## src/rtl/intc_pkg.sv

```systemverilog
package intc_pkg;

  localparam int ADDR_W   = 8;
  localparam int DATA_W   = 32;
  localparam int PRIO_W   = 8;
  localparam int VEC_W    = 8;
  localparam int VEC_BASE = 64;
  localparam int VEC_IDLE = 24;

  typedef enum logic [7:0] {
    OFS_PEND_HI  = 8'h00,
    OFS_PEND_LO  = 8'h04,
    OFS_MASK_HI  = 8'h08,
    OFS_MASK_LO  = 8'h0C,
    OFS_FORCE_HI = 8'h10,
    OFS_FORCE_LO = 8'h14,
    OFS_MSET     = 8'h1C,
    OFS_MCLR     = 8'h1D,
    OFS_ACK      = 8'hE0
  } ofs_e;

  // Tie rule: the higher-index contender wins on equal priority.
  function automatic logic upper_wins(input logic lo_v, input logic [PRIO_W-1:0] lo_p,
                                      input logic hi_v, input logic [PRIO_W-1:0] hi_p);
    return hi_v && (!lo_v || (hi_p >= lo_p));
  endfunction

  function automatic logic [VEC_W-1:0] vec_of(input logic valid, input int idx);
    return valid ? VEC_W'(VEC_BASE + idx) : VEC_W'(VEC_IDLE);
  endfunction

endpackage

```

## src/rtl/intc_regs.sv

```systemverilog
module intc_regs
  import intc_pkg::*;
#(
  parameter int NSRC = 64,
  parameter int AW   = ADDR_W,
  parameter int DW   = DATA_W,
  parameter int PW   = PRIO_W,
  parameter int VW   = VEC_W
) (
  input  logic             clk,
  input  logic             rst_n,
  input  logic [AW-1:0]    addr,
  input  logic             wr,
  input  logic             rd,
  input  logic [DW-1:0]    wdata,
  output logic [DW-1:0]    rdata,
  input  logic [NSRC-1:0]  irq_in,
  input  logic [VW-1:0]    vec_now,
  output logic [NSRC-1:0]  pend_q,
  output logic [NSRC-1:0]  mask_q,
  output logic [NSRC-1:0]  force_q,
  output logic [NSRC-1:0]  enab_q,
  output logic [NSRC*PW-1:0] prio_flat
);

  localparam int HALF  = NSRC / 2;
  localparam int IDX_W = $clog2(NSRC);
  localparam logic [AW-1:0] PRIO_LO = AW'(64);
  localparam logic [AW-1:0] PRIO_HI = AW'(64 + NSRC - 1);

  logic [PW-1:0] prio_q [NSRC];

  // named decode events
  logic             in_prio;
  logic [IDX_W-1:0] prio_sel;
  logic             wr_prio, wr_mask_hi, wr_mask_lo, wr_mset, wr_mclr;
  logic [NSRC-1:0]  mask_d;
  logic [DW-1:0]    rd_val;

  assign in_prio    = (addr >= PRIO_LO) && (addr <= PRIO_HI);
  assign prio_sel   = IDX_W'(addr - PRIO_LO);
  assign wr_prio    = wr && in_prio;
  assign wr_mask_hi = wr && (addr == OFS_MASK_HI);
  assign wr_mask_lo = wr && (addr == OFS_MASK_LO);
  assign wr_mset    = wr && (addr == OFS_MSET);
  assign wr_mclr    = wr && (addr == OFS_MCLR);

  function automatic logic [NSRC-1:0] mask_cmd(input logic [NSRC-1:0] cur,
                                               input logic set,
                                               input logic all,
                                               input logic [IDX_W-1:0] idx);
    logic [NSRC-1:0] one;
    one = NSRC'(1) << idx;
    if (all) return set ? '1 : '0;
    return set ? (cur | one) : (cur & ~one);
  endfunction

  always_comb begin
    mask_d = mask_q;
    if (wr_mask_hi) mask_d[NSRC-1:HALF] = wdata[HALF-1:0];
    if (wr_mask_lo) mask_d[HALF-1:0]    = wdata[HALF-1:0];
    if (wr_mset)    mask_d = mask_cmd(mask_q, 1'b1, wdata[IDX_W], wdata[IDX_W-1:0]);
    if (wr_mclr)    mask_d = mask_cmd(mask_q, 1'b0, wdata[IDX_W], wdata[IDX_W-1:0]);
  end

  always_ff @(posedge clk) begin
    if (!rst_n) begin
      pend_q  <= '0;
      mask_q  <= '1;
      force_q <= '0;
    end else begin
      pend_q <= irq_in;
      mask_q <= mask_d;
    end
  end

  always_ff @(posedge clk) begin
    if (!rst_n) begin
      enab_q <= '0;
      for (int n = 0; n < NSRC; n++) prio_q[n] <= '0;
    end else if (wr_prio) begin
      prio_q[prio_sel] <= wdata[PW-1:0];
      enab_q[prio_sel] <= |wdata[PW-1:0];
    end
  end

  for (genvar g = 0; g < NSRC; g++) begin : g_flat
    assign prio_flat[g*PW +: PW] = prio_q[g];
  end

  always_comb begin
    rd_val = '0;
    if (in_prio) begin
      rd_val = DW'(prio_q[prio_sel]);
    end else begin
      case (addr)
        OFS_PEND_HI:  rd_val = pend_q[NSRC-1:HALF];
        OFS_PEND_LO:  rd_val = pend_q[HALF-1:0];
        OFS_MASK_HI:  rd_val = mask_q[NSRC-1:HALF];
        OFS_MASK_LO:  rd_val = mask_q[HALF-1:0];
        OFS_FORCE_HI: rd_val = force_q[NSRC-1:HALF];
        OFS_FORCE_LO: rd_val = force_q[HALF-1:0];
        OFS_ACK:      rd_val = DW'(vec_now);
        default:      rd_val = '0;
      endcase
    end
  end

  always_ff @(posedge clk) begin
    if (!rst_n) rdata <= '0;
    else        rdata <= rd ? rd_val : '0;
  end

endmodule

```

## src/rtl/intc_resolve.sv

```systemverilog
module intc_resolve
  import intc_pkg::*;
#(
  parameter int NSRC = 64,
  parameter int PW   = PRIO_W,
  localparam int IDX_W = $clog2(NSRC)
) (
  input  logic [NSRC-1:0]    cand,
  input  logic [NSRC*PW-1:0] prio_flat,
  output logic               win_valid,
  output logic [PW-1:0]      win_prio,
  output logic [IDX_W-1:0]   win_idx
);

  // heap-ordered tournament tree: node i has children 2i (lower) and 2i+1 (upper)
  logic             nv [1:2*NSRC-1];
  logic [PW-1:0]    np [1:2*NSRC-1];
  logic [IDX_W-1:0] ni [1:2*NSRC-1];

  for (genvar k = 0; k < NSRC; k++) begin : g_leaf
    assign nv[NSRC+k] = cand[k];
    assign np[NSRC+k] = prio_flat[k*PW +: PW];
    assign ni[NSRC+k] = IDX_W'(k);
  end

  for (genvar i = 1; i < NSRC; i++) begin : g_node
    logic take_hi;
    assign take_hi = upper_wins(nv[2*i], np[2*i], nv[2*i+1], np[2*i+1]);
    assign nv[i]   = nv[2*i] | nv[2*i+1];
    assign np[i]   = take_hi ? np[2*i+1] : np[2*i];
    assign ni[i]   = take_hi ? ni[2*i+1] : ni[2*i];
  end

  assign win_valid = nv[1];
  assign win_prio  = np[1];
  assign win_idx   = ni[1];

endmodule

```

## src/rtl/intc_present.sv

```systemverilog
module intc_present
  import intc_pkg::*;
#(
  parameter int NSRC = 64,
  parameter int PW   = PRIO_W,
  parameter int VW   = VEC_W,
  localparam int IDX_W = $clog2(NSRC)
) (
  input  logic             clk,
  input  logic             rst_n,
  input  logic             win_valid,
  input  logic [PW-1:0]    win_prio,
  input  logic [IDX_W-1:0] win_idx,
  output logic [PW-1:0]    level,
  output logic [VW-1:0]    vector
);

  always_ff @(posedge clk) begin
    if (!rst_n) begin
      level  <= '0;
      vector <= VW'(VEC_IDLE);
    end else begin
      level  <= win_valid ? win_prio : '0;
      vector <= vec_of(win_valid, int'(win_idx));
    end
  end

endmodule

```

## src/rtl/intc_top.sv

```systemverilog
module intc_top
  import intc_pkg::*;
#(
  parameter int NSRC = 64,
  parameter int AW   = ADDR_W,
  parameter int DW   = DATA_W,
  parameter int PW   = PRIO_W,
  parameter int VW   = VEC_W
) (
  input  logic            clk,
  input  logic            rst_n,
  input  logic [AW-1:0]   bus_addr,
  input  logic            bus_wr,
  input  logic            bus_rd,
  input  logic [DW-1:0]   bus_wdata,
  output logic [DW-1:0]   bus_rdata,
  input  logic [NSRC-1:0] irq_in,
  output logic [PW-1:0]   cpu_level,
  output logic [VW-1:0]   cpu_vector
);

  localparam int IDX_W = $clog2(NSRC);

  logic [NSRC-1:0]    pend_w, mask_w, force_w, enab_w, eligible;
  logic [NSRC*PW-1:0] prio_w;
  logic               win_valid;
  logic [PW-1:0]      win_prio;
  logic [IDX_W-1:0]   win_idx;

  intc_regs #(.NSRC(NSRC), .AW(AW), .DW(DW), .PW(PW), .VW(VW)) u_regs (
    .clk(clk), .rst_n(rst_n), .addr(bus_addr), .wr(bus_wr), .rd(bus_rd),
    .wdata(bus_wdata), .rdata(bus_rdata), .irq_in(irq_in), .vec_now(cpu_vector),
    .pend_q(pend_w), .mask_q(mask_w), .force_q(force_w), .enab_q(enab_w),
    .prio_flat(prio_w)
  );

  assign eligible = (pend_w | force_w) & enab_w & ~mask_w;

  intc_resolve #(.NSRC(NSRC), .PW(PW)) u_resolve (
    .cand(eligible), .prio_flat(prio_w),
    .win_valid(win_valid), .win_prio(win_prio), .win_idx(win_idx)
  );

  intc_present #(.NSRC(NSRC), .PW(PW), .VW(VW)) u_present (
    .clk(clk), .rst_n(rst_n), .win_valid(win_valid), .win_prio(win_prio),
    .win_idx(win_idx), .level(cpu_level), .vector(cpu_vector)
  );

endmodule

```

## config.mk

```make
export PLATFORM = sky130hd
export DESIGN_NAME = intc_top
export DESIGN_NICKNAME = d
export VERILOG_FILES = /design/src/rtl/intc_pkg.sv /design/src/rtl/intc_regs.sv /design/src/rtl/intc_resolve.sv /design/src/rtl/intc_present.sv /design/src/rtl/intc_top.sv
export SDC_FILE = /design/constraint.sdc
export NUM_CORES = 2
export LEC_CHECK = 0
export BUFFER_PORTS_ARGS = -buffer_cell sky130_fd_sc_hd__buf_4
export CAP_MARGIN = 5
export CORE_ASPECT_RATIO = 1.1
export CORE_MARGIN = 2
export CORE_UTILIZATION = 40
export CTS_CLUSTER_SIZE = 8
export DETAILED_ROUTE_END_ITERATION = 12
export SLEW_MARGIN = 0
export SYNTH_ARGS = -nofsm -noshare
export SYNTH_HDL_FRONTEND = slang
export SYNTH_SLANG_ARGS = --single-unit
```

## constraint.sdc

```tcl
create_clock -name clk -period 27.6 [get_ports clk]
set_input_delay 1.38 -clock clk [delete_from_list [all_inputs] [get_ports clk]]
set_output_delay 1.38 -clock clk [all_outputs]
set_load 0.01 [all_outputs]
```

# Word-level counts from Yosys, hierarchy flattened
# Memories as Yosys holds them, arrays and structs flattened.
# Cells that the tools add are included.
[word_totals]
mem_bits_rw = 512
out_inout_bits = 48
in_bits = 108
memories = 1
latchBits = 0
ff_bits = 240
mem_bits_ro = 0
[mem_list]
columns = ["memory", "words", "width", "read_ports", "rd_ports_with_merged_regs", "write_ports", "line_no", "source"]
rows = [
  ["u_regs.prio_q", 64, 8, 65, 0, 64, "intc_regs.sv:31", "logic [PW-1:0] prio_q [NSRC];"],
]
[op_classes]
div_mod_pow = 0
n_mul = 0
addsub = 2
n_reduce_logical = 204
n_bitwise = 71
mux = 149
shifts = 1
n_eq_ne = 6
magnitude_cmp = 67
[op_table]
columns = ["op", "count"]
rows = [
  ["8-bit two-way mux", 65],
  ["8-bit >= comparator", 63],
  ["64-bit two-way mux", 6],
  ["64-bit AND", 3],
  ["32-bit one-hot mux with 5 select lines", 1],
  ["64-bit NOT", 2],
  ["1-bit logical AND", 70],
  ["64-bit bitwise mux", 1],
  ["32-bit two-way mux", 2],
  ["64-bit bitwise OR", 1],
  ["1-bit by 6-bit << shifter with 64-bit output (first input constant)", 1],
  ["1-bit logical NOT", 63],
  ["1-bit logical OR", 63],
  ["1-bit bitwise OR", 63],
  ["1-bit two-way mux", 41],
  ["2-bit two-way mux", 16],
  ["3-bit two-way mux", 8],
  ["8-bit by 4-bit == test with 1-bit output (second input constant)", 2],
  ["8-bit by 5-bit == test with 1-bit output (second input constant)", 2],
  ["4-bit two-way mux", 4],
  ["8-bit OR reduction", 2],
  ["6-bit two-way mux", 2],
  ["5-bit two-way mux", 2],
  ["7-bit by 6-bit adder with 8-bit output (first input constant)", 1],
  ["13 further kinds", 16],
]

# Logic depth before layout (Yosys ltp)
[logic_depth]
ltp_word = 27
depth_mapped = 66
depth_no_buf = 61

# By module
# Synthesis repeated with hierarchy kept, for this count alone.
[hier_totals]
hier_cells = 5881
area_unflattened_um2 = 54785.0
[modules_own_cells]
columns = ["mod", "n_inst", "area_each_um2", "cells_per_inst"]
rows = [
  ["intc_regs", 1, 33692.3, 3042],
  ["intc_resolve", 1, 19617.6, 2677],
  ["intc_top", 1, 1041.0, 128],
  ["intc_present", 1, 434.2, 34],
]

# Worst setup path after synthesis
# OpenSTA, ideal clock, no wires.
[synth_timing]
kind = "register to register"
from = "memory u_regs.prio_q[16][0] (netlist bit)"
to = "register u_present.level[1]"
setup_ns = 0.134
synth_period_minus_slack_ns = 12.736
arrival_time_ns = 12.602
path_stages_with_launch = 60
required_time_ns = 27.466
setup_slack_ns = 14.864
path_cell_list = "edfxtp_1 > ha_1 > nand2b_1 > a2111oi_0 > o31ai_1 > nand3_1 > a21o_1 > clkbuf_1 > mux2i_1 > ha_1 > and4_1 > a221oi_1 > o21ai_0 > a221o_1 > clkbuf_1 > mux2i_1 > inv_1 > ha_1 > (+24 left out) > o21ai_0 > a21oi_1 > o31ai_1 > clkbuf_1 > nor3_1 > a31o_2 > ha_1 > nand2b_1 > a21o_1 > a21oi_1 > o21ai_0 > a31o_2 > a211o_1 > nand3_1 > inv_1 > nand2_1 > nor2_1 > or4_1"
[synth_lines]
columns = ["item", "line_no", "source"]
rows = [
  ["from (decl)", "intc_regs.sv:31", ""],
  ["to (signal assigned)", "intc_present.sv:23", "level <= win_valid ? win_prio : '0;"],
  ["to (decl)", "intc_present.sv:14", "output logic [PW-1:0] level,"],
]

==> summary by stage <==
Synthesis
The most frequent cell after synthesis is and2_1. The share of the synthesized area in the top cell type is 0.286. The post-synthesis sequential element count is 751. The number of distinct library cells after synthesis is 111.

The number of instances in the synthesized netlist is 5483. The mapped netlist covers 0.0538 mm2. The number of synthesized flops with an enable pin is 512. By area, the combinational part of the netlist is dominated by simple AND/OR/NAND/NOR gates. The Yosys step of the flow raised 0 warnings. The post-synthesis share of cell area spent on full adders, half adders and majority gates is 0.114. The biggest area contributor in the post-synthesis netlist is edfxtp_1.

Measured against the total synthesized area, the mux share comes to 0.128. The number of nets in the synthesized netlist is 6081. In the synthesized netlist the dominant register cell turns out to be edfxtp_1.

Counting instances in the post-synthesis netlist gives the leading cell types as and2_1 (593), edfxtp_1 (512), ha_1 (490), inv_1 (470), nand2_1 (415). Sorting the synthesized cells by area gives the leading types as edfxtp_1 (29%), ha_1 (11%), dfxtp_1 (8.9%). The simple-gate area share of the yosys netlist is 0.175. The sequential area share after synthesis is 0.374.

The share of synthesized flip-flops with an asynchronous set or reset is 0. The synthesized-area fraction occupied by ao, oa, aoi and oai cells is 0.157. Of the total synthesized cell area, the portion taken by XOR and XNOR cells is 0. A synthesized cell averages 9.82 um2.

Power
Summed over all nets, the switching power comes to 0.000830 W. Of the total power, the share spent switching nets is 0.279. The combinational fraction of design power is 0.138. The share of total power dissipated in sequential elements is 0.435. The clock share of power is 0.427.

The power per standard cell area is 49.5 mW/mm2. The worst voltage drop across the vdd grid is 0.0461 mV. For this design the static power due to leakage is 24.9 nW. The internal power of the cells totals 0.00215 W.

Global routing
Entering global routing, the biggest net connects 74 pins. The remaining global-route overflow is 0. The aggregate global-route resource usage is 0.293. The initial antenna violation count is 19. The via count of the first global-routing pass is 43400. The first global-routing pass estimated 298 mm of wire.

STA
Adding up every negative setup slack in the final design gives 0 ns. The post-route clock skew is 0.0334 ns. The measured slew at the worst slew-check pin is 1.25 ns. For this run, the top clock speed supported by timing is 0.0656 GHz.

The worst hold margin is 0.469 ns. The number of setup violations in the final report is 0. Setup repair after global routing left no endpoint under its margin.

The final-report hold violation count is 0. The max-slew violation count is 0. In this run the tightest slew margin relative to its limit is 0.157. Of the available clock period, the critical path in the final layout requires 0.553. Counting I/O delays and the setup requirement, the final critical path takes 15.25 ns.

Drt
After detailed routing, the number of vias per cell comes to 6.04. The average detailed-routed wire length per instance is 27.6 um. The total vias in the final route is 45100. In this run, the number of DRC markers left after iteration 0 of detailed routing was 5117. Wires add up to 206 mm. The first TritonRoute pass finished after 8 iterations.

The count of nets left with antenna violations after detail routing is 0. For this run, design rule violations remaining after detail routing come to 0.

Layout
The share of final-layout standard cells stronger than drive strength 1 is 0.125. The finished cells cover 0.0603 mm2. Counting the fill cells in the layout gives 12700. Compared with the post-synthesis result, the final layout area differs by 11.9%. At the end of the flow, the number of nets in the layout was 6188.

Worst setup path
The largest individual stage delay along the critical path comes from the cell o31ai_1. The maximum net fanout on the critical path is 27. In this design, the stage delay of the slowest critical-path cell is 0.92 ns. STA classifies the critical path endpoint as a flip-flop. By instance count, the cell type seen most on the critical path is ha_1. The data required time of the critical path is 28.29 ns.

The kind of critical path is flip-flop to flip-flop. The critical path arrival is 15.94 ns. The worst setup path is launched from a flip-flop.

Job
The number of violations of the max-capacitance limit is 0.

Floorplan
The initial cell density of the core is 0.402. In this run the vertical extent of the chip is 389 um. The area of the placeable core is 0.134 mm2. The overall die area is 0.138 mm2. In this run the core area contains 141 standard-cell rows.

The floorplan step set the die width to 354 um. The top-level port count is 156.

Place
The congestion estimate from routability-driven global placement came to 0.975. Once placement finished, the instance area stood at 0.0571 mm2. Summed over all nets, the half-perimeter wirelength after detailed placement is 155 mm. The total of buffers placed on input and output ports is 154.

CTS
Clock-pin slew was measured on the worst setup and hold paths at 0.06 ns. TritonCTS created 106 clock buffers. The root buffer cell is clkbuf_16. The number of clock sinks seen by CTS is 751. TritonCTS built the clock tree. The count of instances resized after the clock tree is built is 0. The clock reaches the later pin of the worst-skew pair after 0.74 ns.

Once the clock tree was built, the setup fixing pass inserted 0 buffers. The total number of H-tree levels is 3. The number of buffers between clock root and the deepest sink is 3. The post-cts hold buffer count is 0.

Hold path
The worst min-delay path category is flip-flop to flip-flop.

Outcome
The flow ran to the end, and the final reports show no timing, DRC or antenna violations.
==> sequential cells by signal (all words and copies together), names as in the netlist <==
register and flops:
u_regs.prio_q 512, u_regs.enab_q 64, u_regs.mask_q 64, u_regs.pend_q 64
u_regs.rdata 32, u_present.level 8, u_present.vector 7
==> power by group through the flow <==
stage | Clock, W | Combinational, W | Sequential (W)
final | 0.00127 | 0.000412 | 0.00130
after global routing | 0.00133 | 0.000447 | 0.00130
after global placement | 0 | 0.000397 | 0.00132
after floorplan | 0 | 0.000253 | 0.00129
after detailed placement | 0 | 0.000403 | 0.00132
after CTS | 0.00129 | 0.000406 | 0.00129
==> metal layers <==
metal / global-route usage / up-vias / share of wire
met3: 0.0637 / 487 / 0.093
met5: 0 / - / 0.00039
li1: - / 20300 / -
met4: 0.162 / 8 / 0.061
met2: 0.462 / 2182 / 0.45
met1: 0.374 / 22100 / 0.40
==> path summary, 6_finish.rpt <==
check,from,end,slack [ns],cells after the start
worst max-delay path,u_regs.prio_q[21][6],u_present.level[6],12.35,56
worst min-delay path,u_regs.enab_q[52],u_regs.enab_q[52],0.47,2
worst max register to register,u_regs.prio_q[21][6],u_present.level[6],12.35,56
worst min register to register,u_regs.enab_q[52],u_regs.enab_q[52],0.47,2
==> logic make-up after synthesis <==
logic type | after synthesis
fa+ha+maj | 492
buf+inv | 736
compound gates | 1264
mux | 467
flops | 751
simple gates | 1772
other cells | 1
==> stage by stage <==
stage	power [W]	utilization	instances	setup WS, ns
final	0.00298	0.450	7472	12.35
after CTS	0.00299	0.450	7463	12.46
after global placement	0.00171	0.426	7266	12.87
after floorplan	0.00155	-	5483	14.86
after detailed placement	0.00172	0.426	7266	12.58
after global routing	0.00308	0.450	7467	11.28
==> layout by cell type (no fill, tap or decap), types with 92 or more instances in the layout <==
cell         n
buf_4      259
o21ai_0    330
clkbuf_16  107
edfxtp_1   512
nor2_1     290
ha_1       490
and2_1     593
mux2i_1    229
a21o_1      99
a21oi_1    282
mux4_2     168
dfxtp_1    239
nand2_1    413
inv_1      470
o211ai_1    92
==> cell type report <==
cell class	count	area (um2)	share of cell area
Timing Repair Buffer	265	2000	0.0331
Inverter	470	1760	0.0293
Clock buffer	188	3010	0.0500
Clock inverter	9	151	0.00251
Multi-Input combinational cell	3996	30900	0.513
Antenna cell	6	15.0	0.000249
Sequential cell	751	20200	0.335
Tap cell	1787	2240	0.0371
==> worst max-delay path: cells and delay by family (launching register included) <==
| family | cells | cell delay [ns] |
|---|---|---|
| adders and majority gates | 6 | 1.74 |
| muxes | 1 | 0.27 |
| and+or+nand+nor | 21 | 4.34 |
| buffers and inverters | 3 | 0.44 |
| DFF | 1 | 0.41 |
| AOI/OAI and AO/OA | 25 | 7.98 |
Note: power is estimated with default switching activity, not from simulation.
